$ cat src/rtl/smp_bank_decoder.sv
module smp_bank_decoder #(
  parameter int          AW          = 24,
  parameter int          BANK_BIT    = 4,
  parameter int          CHIP_SPAN_W = 16,
  parameter logic [23:0] BANK_ADDR   = 24'h400001,
  parameter logic [23:0] CHIP_A_BASE = 24'h100000,
  parameter logic [23:0] CHIP_B_BASE = 24'h300000
) (
  input  logic          clk,
  input  logic          rst_n,
  input  logic [AW-1:0] cpu_addr,
  input  logic          cpu_byte,
  input  logic          cpu_rd,
  input  logic          cpu_wr,
  input  logic [7:0]    cpu_wdata,
  input  logic          rom_is_16m,
  output logic [AW-1:0] rom_addr,
  output logic          rom_sel,
  output logic          chip_a_sel,
  output logic          chip_b_sel,
  output logic          unmapped
);

  localparam int TAG_W = AW - CHIP_SPAN_W;

  logic          bank_q;
  logic          rd_acc, wr_acc, bank_wr;
  logic          smp_win, fixed_win, chip_a_hit, chip_b_hit;
  logic [AW-1:0] offs;

  assign rd_acc  = cpu_rd & ~cpu_wr;
  assign wr_acc  = cpu_wr & ~cpu_rd;
  assign bank_wr = wr_acc & cpu_byte & (cpu_addr == BANK_ADDR[AW-1:0]);

  always_ff @(posedge clk or negedge rst_n)
    if (!rst_n)       bank_q <= 1'b0;
    else if (bank_wr) bank_q <= cpu_wdata[BANK_BIT];

  assign smp_win    = cpu_addr[AW-1];
  assign fixed_win  = smp_win & (cpu_addr[AW-2:AW-3] == 2'b00);
  assign chip_a_hit = cpu_addr[AW-1:CHIP_SPAN_W] == CHIP_A_BASE[AW-1:CHIP_SPAN_W];
  assign chip_b_hit = cpu_addr[AW-1:CHIP_SPAN_W] == CHIP_B_BASE[AW-1:CHIP_SPAN_W];

  // banked windows keep the CPU address when the bit is set, else drop 8 MB
  assign offs     = (bank_q & ~fixed_win) ? cpu_addr : {1'b0, cpu_addr[AW-2:0]};
  assign rom_addr = {offs[AW-1] & rom_is_16m, offs[AW-2:1], offs[0] ^ cpu_byte};

  assign rom_sel    = rd_acc & smp_win;
  assign chip_a_sel = rd_acc & chip_a_hit;
  assign chip_b_sel = rd_acc & chip_b_hit;
  assign unmapped   = (cpu_rd | cpu_wr) & ~(rom_sel | chip_a_sel | chip_b_sel | bank_wr);

  p_bank_hold_r10: assert property (@(posedge clk) disable iff (!rst_n)
    !(cpu_wr && !cpu_rd && cpu_byte && cpu_addr == BANK_ADDR[AW-1:0]) |=> $stable(bank_q));

  p_bank_set_map_r3: assert property (@(posedge clk) disable iff (!rst_n)
    (rom_sel && bank_q && rom_is_16m && !cpu_byte && cpu_addr[AW-2:AW-3] != 2'b00)
      |-> rom_addr == cpu_addr);

  p_fixed_low_r5: assert property (@(posedge clk) disable iff (!rst_n)
    (rom_sel && cpu_addr[AW-2:AW-3] == 2'b00) |-> rom_addr[AW-1:AW-3] == 3'b000);

  p_mirror_r7: assert property (@(posedge clk) disable iff (!rst_n)
    (rom_sel && !rom_is_16m) |-> !rom_addr[AW-1]);

  p_word_lsb_r6: assert property (@(posedge clk) disable iff (!rst_n)
    rom_sel |-> (rom_addr[0] == (cpu_addr[0] ^ cpu_byte)));

  p_one_target_r8: assert property (@(posedge clk) disable iff (!rst_n)
    $onehot0({rom_sel, chip_a_sel, chip_b_sel, unmapped}));

  p_strobe_needed_r9: assert property (@(posedge clk) disable iff (!rst_n)
    !(cpu_rd || cpu_wr) |-> !(rom_sel || chip_a_sel || chip_b_sel || unmapped));

endmodule

$ cat config.mk
export PLATFORM = sky130hd
export DESIGN_NAME = smp_bank_decoder
export DESIGN_NICKNAME = d
export VERILOG_FILES = /design/src/rtl/smp_bank_decoder.sv
export SDC_FILE = /design/constraint.sdc
export NUM_CORES = 1
export LEC_CHECK = 0
export CELL_PAD_IN_SITES_DETAIL_PLACEMENT = 0
export CELL_PAD_IN_SITES_GLOBAL_PLACEMENT = 2
export CORE_MARGIN = 10
export CORE_UTILIZATION = 21
export CTS_CLUSTER_DIAMETER = 200
export DETAILED_ROUTE_END_ITERATION = 8
export DONT_BUFFER_PORTS = 1
export PLACE_DENSITY_LB_ADDON = 0.1
export SYNTH_ARGS = -nofsm -noshare
export SYNTH_HDL_FRONTEND = slang
export SYNTH_SLANG_ARGS = --single-unit
$ cat constraint.sdc
create_clock -name clk -period 1.2 [get_ports clk]
set_input_delay 0.18 -clock clk [delete_from_list [all_inputs] [get_ports clk]]
set_output_delay 0.18 -clock clk [all_outputs]
set_load 0.01 [all_outputs]
### Yosys cells after proc, flatten, opt, wreduce, memory -nomap -nowiden

Cells that the tools add are included.

* register bits after elaboration: 1
* latch bits: 0
* memory bits (writable): 0
* ROM bits: 0
* output and inout bits: 28
* logic and storage cells: 26
* memories: 0

* $add $sub $neg: 0
* multiply operators: 0
* div/mod/pow operators: 0
* magnitude comparators: 0
* equality and inequality tests: 3
* shift-type cells: 0
* muxes and demuxes: 1
* bitwise operators: 20
* reductions and logical operators: 1

Operators with widths (count)
* == test 24 x 23 -> 1 bit, second input constant: 1
* two-way mux 24 bit: 1
* AND 1 bit: 11
* == test 8 x 5 -> 1 bit, second input constant: 1
* == test 8 x 6 -> 1 bit, second input constant: 1
* NOT 1 bit: 4
* OR 1 bit: 4
* logical NOT 2 bit: 1
* XOR 1 bit: 1

### Depth between registers and ports, before layout

Gate-level depths: netlist of run 1.

* word-level depth: 8
* depth in mapped cells: 4
* depth with buffers taken out: 4

### Worst setup path after synthesis of run 1

OpenSTA, ideal clock, no wires.

* path kind: input to register
* start: input port cpu_addr[13]
* end: register bank_q
* arrival: 1.192 ns
* path slack: -0.120 ns
* stages on the path: 4
* path buffers: 0
* cell sequence: nor4_1 > nand2_2 > nor4_2 > mux2_1

* cells in the longest elaborated chain, start to end: 2

RTL lines
* start, declared: line 11 `input logic [AW-1:0] cpu_addr,`
* == test 24 x 23 -> 1 bit: line 33 `assign bank_wr = wr_acc & cpu_byte & (cpu_addr == BANK_ADDR[AW-1:0]);`
* AND 1 bit: line 33
* end signal, assigned: line 37 `else if (bank_wr) bank_q <= cpu_wdata[BANK_BIT];`
* end, declared: line 26 `logic bank_q;`

Every way passes these cells.
A chain may end at the register's enable or synchronous reset.

### Worst setup path after layout of run 1

* start: input port cpu_rd
* end: register bank_q

* cells in the longest elaborated chain, start to end: 4

RTL lines
* start, declared: line 13 `input logic cpu_rd,`
* NOT 1 bit: line 32 `assign wr_acc = cpu_wr & ~cpu_rd;`
* AND 1 bit: line 32
* AND 1 bit (2 in series): line 33

Every way passes these cells.

==> reports/qor.txt, run 1 <==
status - finished with violations
failing checks - setup timing
P&R area growth vs syn - -3.87%
max FFs per register - 1
die height - 61.1 um
total gr overflow - 0
Vias/cell - 5.53
Worst setup EP type - register
Final Cycle Share - 115%
Largest regs - bank_q x1
Synth cell types - 19
Clock Power Share - 0%
CORE AREA - 1560 um2
Clock Skew - 0 ns
most common cell in the synthesized netlist - buf_4
Cell Area, Placed - 292 um2
number of antenna violations at the first check in global routing - 0
Reg2Reg Depth - 1
CP max stage delay - 0.35 ns
NumNets Final - 67
register area - 25.0 um2
r2r startpoint - bank_q$_DFFE_PN0P_
Hold Worst Slack - 0.323 ns
EDFF count, synth - 0
yosys warns - 0
DR iter-0 viols - 6
Critical Path Slowest Stage Cell - mux2_1
Post-Place Setup Slack - -0.203 ns
first-pass GRT wire length - 1.62 mm
Seq/Total Area, Yosys - 7.04%
Synth async-reset ratio - 100%
Hold Startpoint - cpu_wdata[4]
die area - 3740 um2
Multi-input gate area - 253 um2
synthesized net count - 83
met2 Use GR - 9.47%
Via Count - 238
Slew Limit Headroom - 72.2%
die width - 61.1 um
diodes inserted - 0
min-delay worst type - in2reg
RSZ-0062 raised after global routing - yes
Max-Cap Viols - 0
Reg power frac - 49.4%
filler cell count - 171
post-CTS setup buffer count - 0
setup_tns - -0.259 ns
vias in the first global route - 297
Final setup viols - 2
Initial Utilization - 22.8%
Reg with most FFs - bank_q
Worst-Margin Slew - 0.416 ns
Clock transition at path regs - 0 ns
total power - 0.0695 mW
# rows - 14
GRT Overall Usage - 5.49%
Most used DFF post-synth - dfrtp_1
Post-Syn Instances - 45
met1 Use GR - 6.24%
Final Util - 21.9%
Net Switching - 0.0156 mW
cell area after layout - 342 um2
WL/cell - 26.7 um
gp weighted congestion - 0.679
I/O Buffers - 0
Avg Cell Area, Syn - 7.90 um2
post-route non-filler standard cell count - 43
DRC violations left - 0
synth top area cells - buf_4 (46%), dfrtp_1 (7.0%), nor4_2 (7.0%)
Comb pwr share - 50.6%
fmax - 728 MHz
Hold Path Depth - 1
Worst-Skew Late Latency - 0 ns
largest net degree at the start of global routing - 6
worst reg2reg endpoint - bank_q$_DFFE_PN0P_
Switching Share - 22.5%
top post-synthesis cells by count - buf_4 (22), nor4_1 (3), nor2_1 (2), nor3_1 (2), nor4_2 (2)
ANT nets after route - 0
CP Max Fanout - 4
number of synthesized register bits - 1
most used routing layer - met2
Leak Pwr - 0.116 nW
DP Wirelength - 1.12 mm
Worst Path Arrival - 1.25 ns
Max Slew Vio Count - 0
critical-path cell list - nor4b_4, nand4_1, nor4_4, mux2_1
crit path kind - in2reg
Hold Fails Final Rpt - 0
met3 Use GR - 2.88%
router iterations before antenna repair - 2
WP data required - 1.07 ns
IO Count - 66
Power Internal - 0.0539 mW
Syn Std Cell Area - 355 um2
share of cells above drive strength 1 - 55.6%
top cell type's share of synthesized area - 46.5%
crit path launch type - input port
end of the worst hold path - bank_q$_DFFE_PN0P_
Power Dens Cells - 203 nW/um2
VDD IR-drop max - 0.000172 V
DRT Wirelength - 1.15 mm
final setup margin - -0.174 ns
placed insts - 42
reg-to-reg slack, setup - 0.43 ns
area leader, netlist - buf_4
clock period minus final worst setup slack - 1.37 ns
-- cell families (layout without fill, tap and decap cells) --
group                  Yosys count  after routing  share of synthesized area (%)
XOR/XNOR                         1              1                           2.47
multiplexers                     1              1                           3.17
AO/OA/AOI/OAI                    2              2                           4.58
buffers and inverters           23              5                           47.5
AND/OR/NAND/NOR                 17             17                           35.2
flip-flops                       1              1                           7.04
-- layout make-up --
cell class | instances | share of cell area (%)
Sequential cell | 1 | 7.33
Tap cell | 16 | 5.86
Timing Repair Buffer | 4 | 11.7
Inverter | 1 | 1.10
Multi-Input combinational cell | 21 | 74.0
-- layout by cell type, fill, tap and decap left out --
cell type and count:
a21oi_1 1, and2_4 1, buf_4 1, buf_6 2
dfrtp_1 1, dlygate4sd3_1 1, inv_1 1, mux2_1 1
nand2_2 2, nand3b_1 1, nand4_1 1, nand4bb_1 1
nor2_1 1, nor2_4 1, nor3_2 1, nor3_4 1
nor3b_1 1, nor4_2 1, nor4_4 4, nor4b_4 1
o2111a_1 1, xor2_1 1
-- power groups by stage --
stage	Clock, mW	Combinational [mW]	Sequential, mW
after floorplan	0	0.101	0.0343
after global placement	0	0.0300	0.0343
after detailed placement	0	0.0297	0.0343
after CTS	0	0.0350	0.0343
after global routing	0	0.0384	0.0343
final	0	0.0352	0.0343
-- timing repair --
| item | in CTS | in global routing |
|---|---|---|
| endpoints found under the setup margin | 4 | 3 |
| endpoints found under the hold margin | 1 | 0 |
| pin swaps | 1 | 1 |
| hold buffers | 1 | 0 |
| resized for setup | 6 | 3 |
-- critical path: cells and delay by family --
kind / cells / cell delay (ns)
mux: 1 / 0.35
simple gates: 3 / 0.72
-- routing by layer --
layer  share of wire (%)  wire (um)
met2                  44        509
met3                  21        240
met1                  35        397
met4                   0          0
met5                   0          0
-- worst max path at each step --
stage,to,slack (ns),startpoint
after CTS,bank_q$_DFFE_PN0P_,-0.20,cpu_rd
after global placement,bank_q$_DFFE_PN0P_,-0.12,cpu_rd
after global routing,bank_q$_DFFE_PN0P_,-0.27,cpu_rd
final,bank_q$_DFFE_PN0P_,-0.17,cpu_rd
after floorplan,bank_q$_DFFE_PN0P_,-0.07,cpu_addr[17]
after detailed placement,bank_q$_DFFE_PN0P_,-0.20,cpu_rd
Note: power is estimated with default switching activity, not from simulation.
==> inputs of run 2 (changes only) <==
==> constraint.sdc (replaced) <==
create_clock -name clk -period 1.5 [get_ports clk]
set_input_delay 0.225 -clock clk [delete_from_list [all_inputs] [get_ports clk]]
set_output_delay 0.225 -clock clk [all_outputs]
set_load 0.01 [all_outputs]
==> reports/qor.txt, run 2 (synthesized netlist as in run 1, its figures left out) <==
status - complete, no violations (was finished with violations)
Final Util - 16.5% (was 21.9%)
Worst-Margin Slew - 0.422 ns (was 0.416 ns)
RSZ-0062 raised after global routing - yes (unchanged)
Critical Path End - bank_q$_DFFE_PN0P_ (unchanged)
NumNets Final - 66 (was 67)
post-route non-filler standard cell count - 42 (was 43)
met3 Use GR - 3.91% (was 2.88%)
most used routing layer - met2 (unchanged)
DRT Wirelength - 1.11 mm (was 1.15 mm)
cell area after layout - 256 um2 (was 342 um2)
met2 Use GR - 8.43% (was 9.47%)
setup_tns - 0 ns (was -0.259 ns)
Final Cycle Share - 96.0%
share of cells above drive strength 1 - 26.9% (was 55.6%)
Vias/cell - 5.81 (was 5.53)
diodes inserted - 0 (unchanged)
Post-Place Setup Slack - -0.000425 ns (was -0.203 ns)
Slew Limit Headroom - 71.8% (was 72.2%)
Largest regs - bank_q x1 (unchanged)
vias in the first global route - 278 (was 297)
reg-to-reg slack, setup - 0.76 ns (was 0.43 ns)
crit path launch type - input port (unchanged)
crit path kind - in2reg (unchanged)
VDD IR-drop max - 0.000111 V (was 0.000172 V)
Reg2Reg Depth - 1 (unchanged)
# rows - 14 (unchanged)
Leak Pwr - 0.0889 nW (was 0.116 nW)
total power - 0.0494 mW (was 0.0695 mW)
Cell Area, Placed - 225 um2 (was 292 um2)
fmax - 694 MHz
CP Max Fanout - 3 (was 4)
Hold Startpoint - cpu_wdata[4] (unchanged)
first-pass GRT wire length - 1.41 mm (was 1.62 mm)
Clock transition at path regs - 0 ns (about the same)
ANT nets after route - 0 (unchanged)
clock period minus final worst setup slack - 1.44 ns
Power Dens Cells - 192 nW/um2 (was 203 nW/um2)
Hold Worst Slack - 0.378 ns (was 0.323 ns)
DRC violations left - 0 (unchanged)
WP data required - 1.37 ns (was 1.07 ns)
IO Count - 66 (unchanged)
P&R area growth vs syn - -27.8% (was -3.87%)
DR iter-0 viols - 1 (was 6)
commonest non-fill, non-tap cell in the layout - nor4_1 (was nor4_4)
Clock Skew - 0 ns (unchanged)
Initial Utilization - 22.8% (unchanged)
number of antenna violations at the first check in global routing - 0 (unchanged)
Worst-Skew Late Latency - 0 ns (about the same)
router iterations before antenna repair - 2 (unchanged)
most frequent cells in the layout - nor4_1 (3), nor3_1 (2), nor2_1 (2), buf_4 (2) (was nor4_4 (4), nand2_2 (2), buf_6 (2))
placed insts - 41 (was 42)
CORE AREA - 1560 um2 (unchanged)
worst reg2reg endpoint - bank_q$_DFFE_PN0P_ (unchanged)
DP Wirelength - 1.06 mm (was 1.12 mm)
Max Slew Vio Count - 0 (unchanged)
Reg with most FFs - bank_q (unchanged)
Hold Fails Final Rpt - 0 (unchanged)
Via Count - 244 (was 238)
min-delay worst type - in2reg (unchanged)
die area - 3740 um2 (unchanged)
Worst Path Arrival - 1.31 ns (was 1.25 ns)
Worst setup EP type - register (unchanged)
met1 Use GR - 4.97% (was 6.24%)
gp weighted congestion - 0.625 (was 0.679)
CP startpoint - cpu_addr[20] (was cpu_rd)
total gr overflow - 0 (unchanged)
filler cell count - 173 (was 171)
largest net degree at the start of global routing - 6 (unchanged)
die height - 61.1 um (unchanged)
final setup margin - 0.0597 ns (was -0.174 ns)
Final setup viols - 0 (was 2)
r2r startpoint - bank_q$_DFFE_PN0P_ (unchanged)
I/O Buffers - 0 (unchanged)
Max-Cap Viols - 0 (unchanged)
WL/cell - 26.4 um (was 26.7 um)
die width - 61.1 um (unchanged)
GRT Overall Usage - 4.95% (was 5.49%)
max FFs per register - 1 (unchanged)
## run 2: changes by cell type in the layout (fill, tap and decap cells not counted), moves of 2 or more
cell    delta
nor4_4     -3
nor3_1     +2
buf_6      -2
nor4_1     +3
## run 2: worst max-delay path: stages
cell and delay (ns):
nor4b_4 0.24, nand4_1 0.18, nor4_4 0.34, mux2_4 0.32
## run 2: timing repair
action                     in CTS  in global routing
hold endpoints to repair        1                  0
resized for setup               1                  2
hold buffers                    1                  0
setup endpoints to repair       1                  1
pin swaps                       0                  3
buffers inserted                0                  0
## run 2: final cells by class
| class | instances | area, um2 | share of cell area [%] |
|---|---|---|---|
| well taps | 16 | 20.0 | 7.80 |
| flip-flops and latches | 1 | 25.0 | 9.76 |
| multi-input cells | 21 | 183 | 71.2 |
| inverters | 1 | 3.75 | 1.46 |
| repair buffers | 3 | 25.0 | 9.76 |
## run 2: worst min path at each step
| stage | cells after the start | end | slack [ns] |
|---|---|---|---|
| after floorplan | 0 | bank_q$_DFFE_PN0P_ | -0.07 |
| after global placement | 0 | bank_q$_DFFE_PN0P_ | -0.07 |
| after detailed placement | 0 | bank_q$_DFFE_PN0P_ | -0.07 |
| after CTS | 1 | bank_q$_DFFE_PN0P_ | 0.36 |
| after global routing | 1 | bank_q$_DFFE_PN0P_ | 0.38 |
| final | 1 | bank_q$_DFFE_PN0P_ | 0.38 |
## run 2: power by group
part / switching, mW / internal, mW
Sequential: 0.00000000683 / 0.0275
Combinational: 0.0101 / 0.0118
Clock: 0 / 0
Total: 0.0101 / 0.0393
## run 2: per-layer routing
layer	wire length (um)	up-vias
met5	0	-
li1	-	102
met4	0	0
met1	363	102
met3	264	0
met2	480	40
==> inputs of run 3 (changes only) <==
--- a/config.mk
+++ b/config.mk
@@ -5,6 +5,7 @@
 export SDC_FILE = /design/constraint.sdc
 export NUM_CORES = 1
 export LEC_CHECK = 0
+export CAP_MARGIN = 20
 export CELL_PAD_IN_SITES_DETAIL_PLACEMENT = 0
 export CELL_PAD_IN_SITES_GLOBAL_PLACEMENT = 2
 export CORE_MARGIN = 10
@@ -12,7 +13,9 @@
 export CTS_CLUSTER_DIAMETER = 200
 export DETAILED_ROUTE_END_ITERATION = 8
 export DONT_BUFFER_PORTS = 1
+export MAX_ROUTING_LAYER = met4
 export PLACE_DENSITY_LB_ADDON = 0.1
+export SETUP_SLACK_MARGIN = 0.5
 export SYNTH_ARGS = -nofsm -noshare
 export SYNTH_HDL_FRONTEND = slang
 export SYNTH_SLANG_ARGS = --single-unit
==> reports/qor.txt, run 3 (synthesized netlist as in run 1, its figures left out) <==
status - complete, no violations (unchanged)
WP data required - 1.37 ns (about the same)
DRC violations left - 0 (unchanged)
GRT Overall Usage - 5.44% (was 4.95%)
CORE AREA - 1560 um2 (unchanged)
first-pass GRT wire length - 1.57 mm (was 1.41 mm)
Final setup viols - 0 (unchanged)
Final Util - 21.4% (was 16.5%)
Critical Path Slowest Stage Cell - mux2_4 (was nor4_4)
Worst setup EP type - register (unchanged)
Worst-Margin Slew - 0.414 ns (was 0.422 ns)
end of the worst hold path - bank_q$_DFFE_PN0P_ (unchanged)
ANT nets after route - 0 (unchanged)
Power Dens Cells - 172 nW/um2 (was 192 nW/um2)
RSZ-0062 raised after global routing - yes (unchanged)
DP Wirelength - 1.07 mm (was 1.06 mm)
diodes inserted - 0 (unchanged)
Max Slew Vio Count - 0 (unchanged)
reg-to-reg slack, setup - 0.74 ns (was 0.76 ns)
P&R area growth vs syn - -5.99% (was -27.8%)
router iterations before antenna repair - 2 (unchanged)
DR iter-0 viols - 4 (was 1)
Hold Startpoint - cpu_wdata[4] (unchanged)
max FFs per register - 1 (unchanged)
Slew Limit Headroom - 72.4% (was 71.8%)
Net Switching - 0.0135 mW (was 0.0101 mW)
CP Max Fanout - 4 (was 3)
Via Count - 245 (was 244)
commonest non-fill, non-tap cell in the layout - nor4_4 (was nor4_1)
worst reg2reg endpoint - bank_q$_DFFE_PN0P_ (unchanged)
Vias/cell - 5.83 (was 5.81)
critical-path cell list - nor4b_4, nand4_1, nor4_4, mux2_4 (unchanged)
die height - 61.1 um (unchanged)
CP max stage delay - 0.33 ns (was 0.34 ns)
total power - 0.0576 mW (was 0.0494 mW)
IO Count - 66 (unchanged)
post-route non-filler standard cell count - 42 (unchanged)
VDD IR-drop max - 0.000130 V (was 0.000111 V)
r2r startpoint - bank_q$_DFFE_PN0P_ (unchanged)
die area - 3740 um2 (unchanged)
Leak Pwr - 0.109 nW (was 0.0889 nW)
Reg2Reg Depth - 1 (unchanged)
Final Cycle Share - 95.8% (was 96.0%)
DRT Wirelength - 1.16 mm (was 1.11 mm)
Reg power frac - 47.7% (was 55.6%)
Hold Fails Final Rpt - 0 (unchanged)
crit path launch type - input port (unchanged)
WL/cell - 27.5 um (was 26.4 um)
total gr overflow - 0 (unchanged)
Largest regs - bank_q x1 (unchanged)
Clock Skew - 0 ns (unchanged)
die width - 61.1 um (unchanged)
# rows - 14 (unchanged)
largest net degree at the start of global routing - 6 (unchanged)
fmax - 696 MHz (was 694 MHz)
Reg with most FFs - bank_q (unchanged)
crit path kind - in2reg (unchanged)
Cell Area, Placed - 272 um2 (was 225 um2)
gp weighted congestion - 0.641 (was 0.625)
Comb pwr share - 52.3% (was 44.4%)
Hold Worst Slack - 0.382 ns (was 0.378 ns)
most frequent cells in the layout - nor4_4 (4), nand2_2 (2), nor3_4 (2) (was nor4_1 (3), nor3_1 (2), nor2_1 (2), buf_4 (2))
Worst-Skew Late Latency - 0 ns (about the same)
Clock transition at path regs - 0 ns (about the same)
clock period minus final worst setup slack - 1.44 ns (about the same)
Switching Share - 23.4% (was 20.5%)
NumNets Final - 66 (unchanged)
number of antenna violations at the first check in global routing - 0 (unchanged)
Worst Path Arrival - 1.31 ns (about the same)
cell area after layout - 334 um2 (was 256 um2)
Power Internal - 0.0441 mW (was 0.0393 mW)
Max-Cap Viols - 0 (unchanged)
vias in the first global route - 270 (was 278)
Initial Utilization - 22.8% (unchanged)
share of cells above drive strength 1 - 53.8% (was 26.9%)
I/O Buffers - 0 (unchanged)
min-delay worst type - in2reg (unchanged)
placed insts - 39 (was 41)
Hold Path Depth - 1 (unchanged)
Clock Power Share - 0% (about the same)
run 3: cell count changes in the layout (fill, tap and decap cells not counted), moves of 2 or more:
cell    change
nor3_1      -2
nor4_4      +3
nor4_1      -2
nor3_4      +2
run 3: stage by stage:
stage                     setup WS, ns  TNS (ns)
final                           0.0629         0
after global routing          -0.00464  -0.00530
after CTS                       0.0484         0
after detailed placement        0.0214         0
after global placement          0.0566         0
after floorplan                  0.185         0
run 3: timing repair:
item	4_1_cts	5_1_grt
hold endpoints to repair	1	0
hold buffers	1	0
buffers inserted	1	1
pin swaps	1	2
gates resized for setup	6	2
setup endpoints to repair	4	4
run 3: worst max-delay path by stage:
| stage | slack (ns) | startpoint | end | cells past startpoint |
|---|---|---|---|---|
| after global placement | 0.06 | cpu_rd | bank_q$_DFFE_PN0P_ | 4 |
| final | 0.06 | cpu_rd | bank_q$_DFFE_PN0P_ | 4 |
| after detailed placement | 0.02 | cpu_rd | bank_q$_DFFE_PN0P_ | 4 |
| after global routing | -0.005 | cpu_rd | bank_q$_DFFE_PN0P_ | 4 |
| after CTS | 0.05 | cpu_rd | bank_q$_DFFE_PN0P_ | 4 |
| after floorplan | 0.19 | cpu_addr[17] | bank_q$_DFFE_PN0P_ | 4 |
run 3: final cells by class:
type                            instances  area, um2
Fill cell                             172       1220
Inverter                                1       3.75
Multi-Input combinational cell         21        256
Sequential cell                         1       25.0
Tap cell                               16       20.0
Timing Repair Buffer                    3       28.8
run 3: worst max-delay path: cells and delay by family:
kind	cells	cell delay, ns
multiplexers	1	0.33
AND/OR/NAND/NOR	3	0.76
run 3: routing by layer:
metal | share of wire (%) | GRT usage [%]
met3 | 23 | 2.67
met2 | 43 | 8.43
met5 | 0 | -
met1 | 34 | 6.59
met4 | 0 | 0
run 3: power groups by stage:
| stage | combinational, mW | sequential, mW | clock [mW] |
|---|---|---|---|
| floorplan | 0.0809 | 0.0275 | 0 |
| global placement | 0.0231 | 0.0275 | 0 |
| detailed placement | 0.0230 | 0.0275 | 0 |
| CTS | 0.0293 | 0.0275 | 0 |
| global route | 0.0325 | 0.0275 | 0 |
| finish | 0.0301 | 0.0275 | 0 |
